File: src/rtl/ucst_pkg.sv
// Shared constants and types for the uncached store splitter.
// Assumes qword-wide bus beats and stores of at most two qwords.
package ucst_pkg;
    localparam int QW_BYTES  = 8;
    localparam int MAX_BYTES = 2 * QW_BYTES;
    localparam int SIZE_W    = 5;

    typedef enum logic [1:0] {
        SQ_IDLE   = 2'd0,
        SQ_FIRST  = 2'd1,
        SQ_SECOND = 2'd2
    } sq_state_e;
endpackage

File: src/rtl/ucst_lane_shift.sv
// Places store bytes onto a two-qword lane window, starting at the
// byte offset inside the first qword, and marks the lanes written.
// Assumes size <= MAX_BYTES; lanes past the window are dropped.
module ucst_lane_shift
    import ucst_pkg::*;
(
    input  logic [2:0]               off,
    input  logic [SIZE_W-1:0]        size,
    input  logic [MAX_BYTES*8-1:0]   data,
    output logic [MAX_BYTES-1:0]     mask,
    output logic [MAX_BYTES*8-1:0]   lanes
);
    localparam int IDX_W = $clog2(MAX_BYTES);

    for (genvar i = 0; i < MAX_BYTES; i++) begin : g_lane
        logic [IDX_W-1:0] idx;
        logic             hit;
        // source byte index feeding lane i
        assign idx = IDX_W'(i) - IDX_W'(off);
        // lane i is written when it is at or past the offset and inside the size
        assign hit = (IDX_W'(i) >= IDX_W'(off)) && ({1'b0, idx} < size);
        assign mask[i] = hit;
        assign lanes[i*8 +: 8] = hit ? data[idx*8 +: 8] : 8'h00;
    end
endmodule

File: src/rtl/ucst_decode.sv
// Classifies a store and builds the byte enables and data of its
// lower and upper qword. Purely combinational.
// Assumes the caller only uses the result when bad is low.
module ucst_decode
    import ucst_pkg::*;
#(
    parameter int AW = 32
) (
    input  logic [AW-1:0]            addr,
    input  logic [SIZE_W-1:0]        size,
    input  logic [MAX_BYTES*8-1:0]   data,
    output logic                     bad,
    output logic                     burst,
    output logic                     two,
    output logic [QW_BYTES-1:0]      be_lo,
    output logic [QW_BYTES-1:0]      be_hi,
    output logic [QW_BYTES*8-1:0]    d_lo,
    output logic [QW_BYTES*8-1:0]    d_hi
);
    logic [MAX_BYTES-1:0]   mask;
    logic [MAX_BYTES*8-1:0] lanes;
    logic                   small_ok;
    logic                   big_ok;

    ucst_lane_shift u_shift (
        .off   (addr[2:0]),
        .size  (size),
        .data  (data),
        .mask  (mask),
        .lanes (lanes)
    );

    // legality: 1..8 bytes anywhere, or 16 bytes on a 16-byte boundary
    always_comb begin
        small_ok = (size >= SIZE_W'(1)) && (size <= SIZE_W'(QW_BYTES));
        big_ok   = (size == SIZE_W'(MAX_BYTES)) && (addr[3:0] == 4'h0);
        bad      = !(small_ok || big_ok);
        burst    = big_ok;
    end

    // split the lane window into the lower and upper qword
    always_comb begin
        be_lo = mask[QW_BYTES-1:0];
        be_hi = mask[MAX_BYTES-1:QW_BYTES];
        d_lo  = lanes[QW_BYTES*8-1:0];
        d_hi  = lanes[MAX_BYTES*8-1:QW_BYTES*8];
        two   = |be_hi;
    end
endmodule

File: src/rtl/ucst_sequencer.sv
// Holds one decoded store and issues its beats on the bus stream.
// A crossing store becomes two single-beat writes; an aligned
// 16-byte store becomes one two-beat write in toggle order.
// Assumes accept is only raised while st_ready is high.
module ucst_sequencer
    import ucst_pkg::*;
#(
    parameter int AW = 32
) (
    input  logic                   clk,
    input  logic                   rst_n,
    input  logic                   accept,
    input  logic [AW-1:0]          addr,
    input  logic                   burst,
    input  logic                   two,
    input  logic [QW_BYTES-1:0]    be_lo,
    input  logic [QW_BYTES-1:0]    be_hi,
    input  logic [QW_BYTES*8-1:0]  d_lo,
    input  logic [QW_BYTES*8-1:0]  d_hi,
    output logic                   st_ready,
    output logic                   bus_valid,
    input  logic                   bus_ready,
    output logic [AW-4:0]          bus_qaddr,
    output logic [QW_BYTES-1:0]    bus_be,
    output logic [QW_BYTES*8-1:0]  bus_data,
    output logic [1:0]             bus_beats,
    output logic                   bus_last
);
    localparam int QAW = AW - 3;

    sq_state_e             state;
    logic [QAW-1:0]        r_qaddr;
    logic                  r_burst;
    logic                  r_two;
    logic [QW_BYTES-1:0]   r_be_lo, r_be_hi;
    logic [QW_BYTES*8-1:0] r_d_lo, r_d_hi;
    logic [QAW-1:0]        second_qaddr;
    logic                  start_idx;

    // beat sequencing and capture of the accepted store
    always_ff @(posedge clk) begin
        if (!rst_n) begin
            state   <= SQ_IDLE;
            r_qaddr <= '0;
            r_burst <= 1'b0;
            r_two   <= 1'b0;
            r_be_lo <= '0;
            r_be_hi <= '0;
            r_d_lo  <= '0;
            r_d_hi  <= '0;
        end else begin
            case (state)
                SQ_IDLE: begin
                    if (accept) begin
                        r_qaddr <= addr[AW-1:3];
                        r_burst <= burst;
                        r_two   <= two;
                        r_be_lo <= be_lo;
                        r_be_hi <= be_hi;
                        r_d_lo  <= d_lo;
                        r_d_hi  <= d_hi;
                        state   <= SQ_FIRST;
                    end
                end
                SQ_FIRST:  if (bus_ready) state <= r_two ? SQ_SECOND : SQ_IDLE;
                SQ_SECOND: if (bus_ready) state <= SQ_IDLE;
                default:   state <= SQ_IDLE;
            endcase
        end
    end

    // toggle order for bursts, next qword for split stores
    always_comb begin
        start_idx    = r_qaddr[0];
        second_qaddr = r_burst ? (r_qaddr ^ QAW'(1)) : (r_qaddr + QAW'(1));
    end

    // drive the current beat; toggle bursts pick the qword by start_idx ^ beat
    always_comb begin
        st_ready  = (state == SQ_IDLE);
        bus_valid = (state != SQ_IDLE);
        bus_beats = r_burst ? 2'd2 : 2'd1;
        bus_last  = !(r_burst && state == SQ_FIRST);
        if (state == SQ_SECOND) begin
            bus_qaddr = second_qaddr;
            bus_be    = (r_burst && start_idx) ? r_be_lo : r_be_hi;
            bus_data  = (r_burst && start_idx) ? r_d_lo  : r_d_hi;
        end else begin
            bus_qaddr = r_qaddr;
            bus_be    = (r_burst && start_idx) ? r_be_hi : r_be_lo;
            bus_data  = (r_burst && start_idx) ? r_d_hi  : r_d_lo;
        end
    end

    p_stall_hold_r7: assert property (@(posedge clk) disable iff (!rst_n)
        bus_valid && !bus_ready |=> bus_valid && $stable(bus_qaddr) && $stable(bus_be)
            && $stable(bus_data) && $stable(bus_beats) && $stable(bus_last));

    p_busy_blocks_r6: assert property (@(posedge clk) disable iff (!rst_n)
        bus_valid |-> !st_ready);

    p_beat_enables_r1: assert property (@(posedge clk) disable iff (!rst_n)
        bus_valid |-> bus_be != '0);

    p_burst_full_r5: assert property (@(posedge clk) disable iff (!rst_n)
        bus_valid && bus_beats == 2'd2 |-> bus_be == '1);

    p_burst_start_even_r5: assert property (@(posedge clk) disable iff (!rst_n)
        bus_valid && bus_beats == 2'd2 && !bus_last |-> bus_qaddr[0] == 1'b0);

    p_last_accept_frees_r6: assert property (@(posedge clk) disable iff (!rst_n)
        bus_valid && bus_ready && bus_last && bus_beats == 2'd1 && $past(st_ready)
            |=> bus_valid || st_ready);
endmodule

File: src/rtl/ucst_splitter.sv
// Top of the uncached store splitter: takes one store per handshake
// and emits qword bus write beats with byte enables.
// Assumes the bus side eventually raises bus_ready.
module ucst_splitter
    import ucst_pkg::*;
#(
    parameter int AW = 32
) (
    input  logic                   clk,
    input  logic                   rst_n,
    input  logic                   st_valid,
    output logic                   st_ready,
    input  logic [AW-1:0]          st_addr,
    input  logic [4:0]             st_size,
    input  logic [127:0]           st_data,
    output logic                   st_err,
    output logic                   bus_valid,
    input  logic                   bus_ready,
    output logic [AW-4:0]          bus_qaddr,
    output logic [7:0]             bus_be,
    output logic [63:0]            bus_data,
    output logic [1:0]             bus_beats,
    output logic                   bus_last
);
    logic                  bad, burst, two, accept;
    logic [QW_BYTES-1:0]   be_lo, be_hi;
    logic [QW_BYTES*8-1:0] d_lo, d_hi;

    ucst_decode #(.AW(AW)) u_decode (
        .addr  (st_addr),
        .size  (st_size),
        .data  (st_data),
        .bad   (bad),
        .burst (burst),
        .two   (two),
        .be_lo (be_lo),
        .be_hi (be_hi),
        .d_lo  (d_lo),
        .d_hi  (d_hi)
    );

    // handshake: legal stores start a sequence, illegal ones flag an error
    always_comb begin
        accept = st_valid && st_ready && !bad;
        st_err = st_valid && st_ready && bad;
    end

    ucst_sequencer #(.AW(AW)) u_seq (
        .clk       (clk),
        .rst_n     (rst_n),
        .accept    (accept),
        .addr      (st_addr),
        .burst     (burst),
        .two       (two),
        .be_lo     (be_lo),
        .be_hi     (be_hi),
        .d_lo      (d_lo),
        .d_hi      (d_hi),
        .st_ready  (st_ready),
        .bus_valid (bus_valid),
        .bus_ready (bus_ready),
        .bus_qaddr (bus_qaddr),
        .bus_be    (bus_be),
        .bus_data  (bus_data),
        .bus_beats (bus_beats),
        .bus_last  (bus_last)
    );

    p_err_quiet_r8: assert property (@(posedge clk) disable iff (!rst_n)
        st_err |=> !bus_valid);
endmodule

File: config.mk
export PLATFORM = sky130hd
export DESIGN_NAME = ucst_splitter
export DESIGN_NICKNAME = d
export VERILOG_FILES = /design/src/rtl/ucst_pkg.sv /design/src/rtl/ucst_lane_shift.sv /design/src/rtl/ucst_decode.sv /design/src/rtl/ucst_sequencer.sv /design/src/rtl/ucst_splitter.sv
export SDC_FILE = /design/constraint.sdc
export NUM_CORES = 1
export LEC_CHECK = 0
export BUFFER_PORTS_ARGS = -buffer_cell sky130_fd_sc_hd__buf_2
export CELL_PAD_IN_SITES_DETAIL_PLACEMENT = 0
export CELL_PAD_IN_SITES_GLOBAL_PLACEMENT = 1
export CORE_MARGIN = 2
export CORE_UTILIZATION = 45
export DETAILED_ROUTE_END_ITERATION = 7
export GPL_ROUTABILITY_DRIVEN = 0
export MAX_ROUTING_LAYER = met4
export PLACE_DENSITY_LB_ADDON = 0.1
export RECOVER_POWER = 100
export SLEW_MARGIN = 20
export SYNTH_ARGS = -nofsm -noshare
export SYNTH_HDL_FRONTEND = slang
export SYNTH_SLANG_ARGS = --single-unit
File: constraint.sdc
create_clock -name clk -period 4.2 [get_ports clk]
set_input_delay 0.42 -clock clk [delete_from_list [all_inputs] [get_ports clk]]
set_output_delay 0.42 -clock clk [all_outputs]
set_load 0.02 [all_outputs]
==> results by stage <==
Setup path:
- Setup slack on the worst reg-to-reg path comes out at 1.06 ns.
- The critical path is of the flip-flop to primary output type.
- The launching element type of the critical path is a flip-flop.
- The startpoint of the worst-slack reg-to-reg timing path is u_seq.state[1].
- Tracing the worst setup path back leads to its startpoint at u_seq.state[0].
- Counting cells, the worst reg-to-reg path comes to 6.
- The worst reg2reg path endpoint is u_seq.r_d_lo[39].
- In this run the worst path has a maximum fanout of 31.
- The arrival time of the worst setup path is 3.32 ns.
- The worst setup path is captured at a primary output.
- Data on the critical path is required at its endpoint by 3.78 ns.

Power and ir drop:
- IR analysis of the VDD net gives a maximum drop of 303 uV.
- The total leakage power is 6.73 nW.
- In this run the power density over the cells is 305 nW/um^2.

Route:
- In the routed design, unresolved DRC markers number 0.
- The number of routed nets with antenna violations is 0.
- The iteration count of the initial detailed-routing pass is 6.
- Wires add up to 64.1 mm.
- In the routed layout, each cell is associated on average with a via count of 6.99.
- The starting DRC count in detailed routing is 2256.
- Dividing the detail-routed wire length by the instance count gives 29.0 microns.
- The detailed-route via count is 15500.

Worst hold path:
- The worst hold path class is primary input to flip-flop.
- Counting instances, the worst hold path has a depth of 3.
- For hold timing, the worst endpoint is u_seq.r_qaddr[17].
- The startpoint of the lowest-slack hold path is st_addr[20].

Global route:
- The remaining global-route overflow is 0.
- The number of global-route vias before repair is 14500.
- Entering global routing, the biggest net connects 69 pins.
- The first global-routing pass estimated 93.8 mm of wire.
- The global-route total usage across every layer is 36.4%.
- The initial antenna violation count is 1.

Die:
- 276 I/O pins were placed.
- The die covers 35800 sq um.
- The chip width is 189 microns.
- After floorplanning, the core was divided into 67 placement rows.
- The core region is 33700 sq um.
- Once the floorplan was initialized, standard cells occupied 45.8% of the core.
- The floorplan step set the die height to 189 microns.

Outcome:
- The final reports fail on capacitance limit, slew limit.
- The run finished, with violations left.

Cells and area:
- The footprint of the multi-input gates is 11200 sq um.
- Relative to the synthesized area, the layout overhead comes to 13.6%.
- The share of layout cells above drive strength 1 is 28.7%.
- The number of nets in the final layout is 1957.
- The sequential cells in the finished layout cover a total of 3540 sq um.
- The library cells used most frequently in the layout, excluding fill and tap cells, are nand2_1 (228), buf_2 (193), mux4_2 (184).
- The most common cell after layout, fill and taps aside is nand2_1.
- The filler cells instantiated in the layout total 3242.

Clock network:
- The root buffer cell chosen for the clock tree is clkbuf_16.
- The number of clock buffers inserted by TritonCTS is 17.
- No sink is reached through more buffers than the 2 on the longest clock path.
- Counting every sink on the clock net gives 177.
- Buffers added to address setup during post-CTS repair amount to 0.
- At the later pin of the worst-skew pair, clock insertion delay measures 0.46 ns.
- TritonCTS built the clock tree.
- The H-tree generated during clock tree synthesis spans 4 levels.
- The number of buffers added to fix hold violations after cts is 0.
- The number of gates resized after CTS was 0.
- The clock transition at the register clock pins on the worst setup and hold paths after CTS is 0.07 ns.

Synthesis:
- The register bit total from synthesis is 177.
- The synthesis warning total is 0.
- By area the synthesized netlist is led by mux4_2 (27%), dfxtp_1 (23%), nand2_1 (5.5%), mux2_2 (4.4%), a22oi_1 (3.2%).
- The share of the synthesized area in the top cell type is 26.8%.
- After synthesis, flip-flops and latches occupy 22.9% of the total area.
- The share of synthesized registers carrying an async set or reset is 0%.
- The most used flip-flop cell after synthesis is dfxtp_1.
- The mean instance size in the synthesized netlist is 9.94 sq um.
- The synthesized net count is 1763.
- mux4_2 takes more of the synthesized area than any other cell.
- The mapped netlist covers 15500 sq um.
- The number of enable flip-flop cells after synthesis is 0.
- The count of mapped cells out of synthesis is 1555.
- Counting distinct cell types in the post-synthesis netlist gives 69.

Timing:
- The final setup TNS is 0 ns.
- The transition time at the pin with the least slew margin is 1.91 ns.
- The hold violation total from the final report came to 0.
- The final worst hold slack is 0.191 ns.
- The setup slack after layout is 0.462 ns.
- The max-slew violation count is 95.
- Setup repair after global routing left no endpoint under its margin.
- The top achievable clock speed is 268 MHz.
- The final critical path takes up 89.0% of the cycle.
- The routed design could run at a clock period as short as 3.74 ns.
- The remaining max-slew budget at the tightest pin is -27.5%.
- The final setup violation count is 0.
- The clock skew is 0.0156 ns.

Place:
- Timing analysis after detailed placement gives a worst setup slack of 0.697 ns.
- In this run the tool buffered the top-level ports with 275 buffer cells.
- The post-DP HPWL is 46.7 mm.

Flow run:
- The max-cap check violation count is 2.
critical path, cell delays in order, from the launching register on:
cell and delay [ns]:
dfxtp_1 0.35, nand2b_1 0.22, xnor2_1 0.78, clkbuf_2 0.85
mux2_1 0.46, buf_2 0.19
cells by family (layout without fill, tap and decap cells):
| family | count (synthesis) | in the layout | share of synthesized area, % |
|---|---|---|---|
| buffers and inverters | 167 | 374 | 4.92 |
| DFF | 177 | 177 | 22.9 |
| AOI/OAI and AO/OA | 427 | 427 | 20.3 |
| adders and majority gates | 39 | 39 | 3.16 |
| xor gates and xnor gates | 29 | 29 | 1.64 |
| other | 0 | 1 | 0 |
| muxes | 289 | 289 | 34.2 |
| and+or+nand+nor | 427 | 427 | 12.8 |
per-layer routing:
layer | vias up | track usage [%] | share of wire, %
li1 | 6574 | - | -
met1 | 7528 | 45.0 | 37
met2 | 1164 | 55.1 | 45
met3 | 197 | 9.25 | 12
met4 | 0 | 18.6 | 6.0
met5 | - | - | 0
report_power, final:
part | leakage, nW | internal [mW] | switching (mW) | total [mW]
Combinational | 5.01 | 0.786 | 1.15 | 1.93
Clock | 0.282 | 0.842 | 0.805 | 1.65
Sequential | 1.43 | 1.74 | 0.0370 | 1.77
worst max-delay path by stage:
stage | to | slack [ns] | cells past startpoint
3_3_place_gp | u_seq.r_d_hi[42] | 0.78 | 7
6_report | bus_data[58] | 0.46 | 5
5_1_grt | u_seq.r_d_hi[42] | 0.30 | 7
2_1_floorplan | u_seq.r_d_hi[48] | 0.40 | 15
3_5_place_dp | u_seq.r_d_hi[42] | 0.70 | 7
4_1_cts | bus_qaddr[12] | 0.71 | 6
state kept, by name (all words and copies together), names as in the netlist:
name	flops
u_seq.r_be_hi	8
u_seq.r_be_lo	8
u_seq.r_burst	1
u_seq.r_d_hi	64
u_seq.r_d_lo	64
u_seq.r_qaddr	29
u_seq.r_two	1
u_seq.state	2
layout make-up:
cell class	instances	share of cell area, %
Multi-Input combinational cell	1211	63.6
Sequential cell	177	20.2
Timing Repair Buffer	314	9.11
Tap cell	448	3.19
Clock buffer	18	2.44
Clock inverter	14	0.877
Inverter	28	0.606
Antenna cell	1	0.0143
through the flow:
| stage | power, mW | instance area, sq um | cells | util [%] |
|---|---|---|---|---|
| 2_1_floorplan | 3.05 | 15500 | 1555 | - |
| 3_3_place_gp | 3.67 | 17100 | 2178 | 50.9 |
| 3_5_place_dp | 3.69 | 17100 | 2178 | 50.9 |
| 4_1_cts | 5.33 | 17700 | 2210 | 52.6 |
| 5_1_grt | 5.55 | 17600 | 2211 | 52.1 |
| 6_report | 5.35 | 17600 | 2211 | 52.1 |
synth_stat cells (10+ instances only):
cell      number
a21oi_1       75
a221oi_1      18
a22o_1        41
a22oi_1       66
a32o_1        47
and3_1        13
buf_1         12
buf_2         49
buf_4         11
clkbuf_1      63
dfxtp_1      177
ha_1          39
inv_1         26
mux2_1        12
mux2_2        61
mux2i_1       32
mux4_2       184
nand2_1      228
nand3_1       57
nor2_1        65
o21ai_0       24
o21ai_1       10
o22a_1        15
o22ai_1       56
o31ai_1       11
xnor2_1       25
Note: power is estimated with default switching activity, not from simulation.
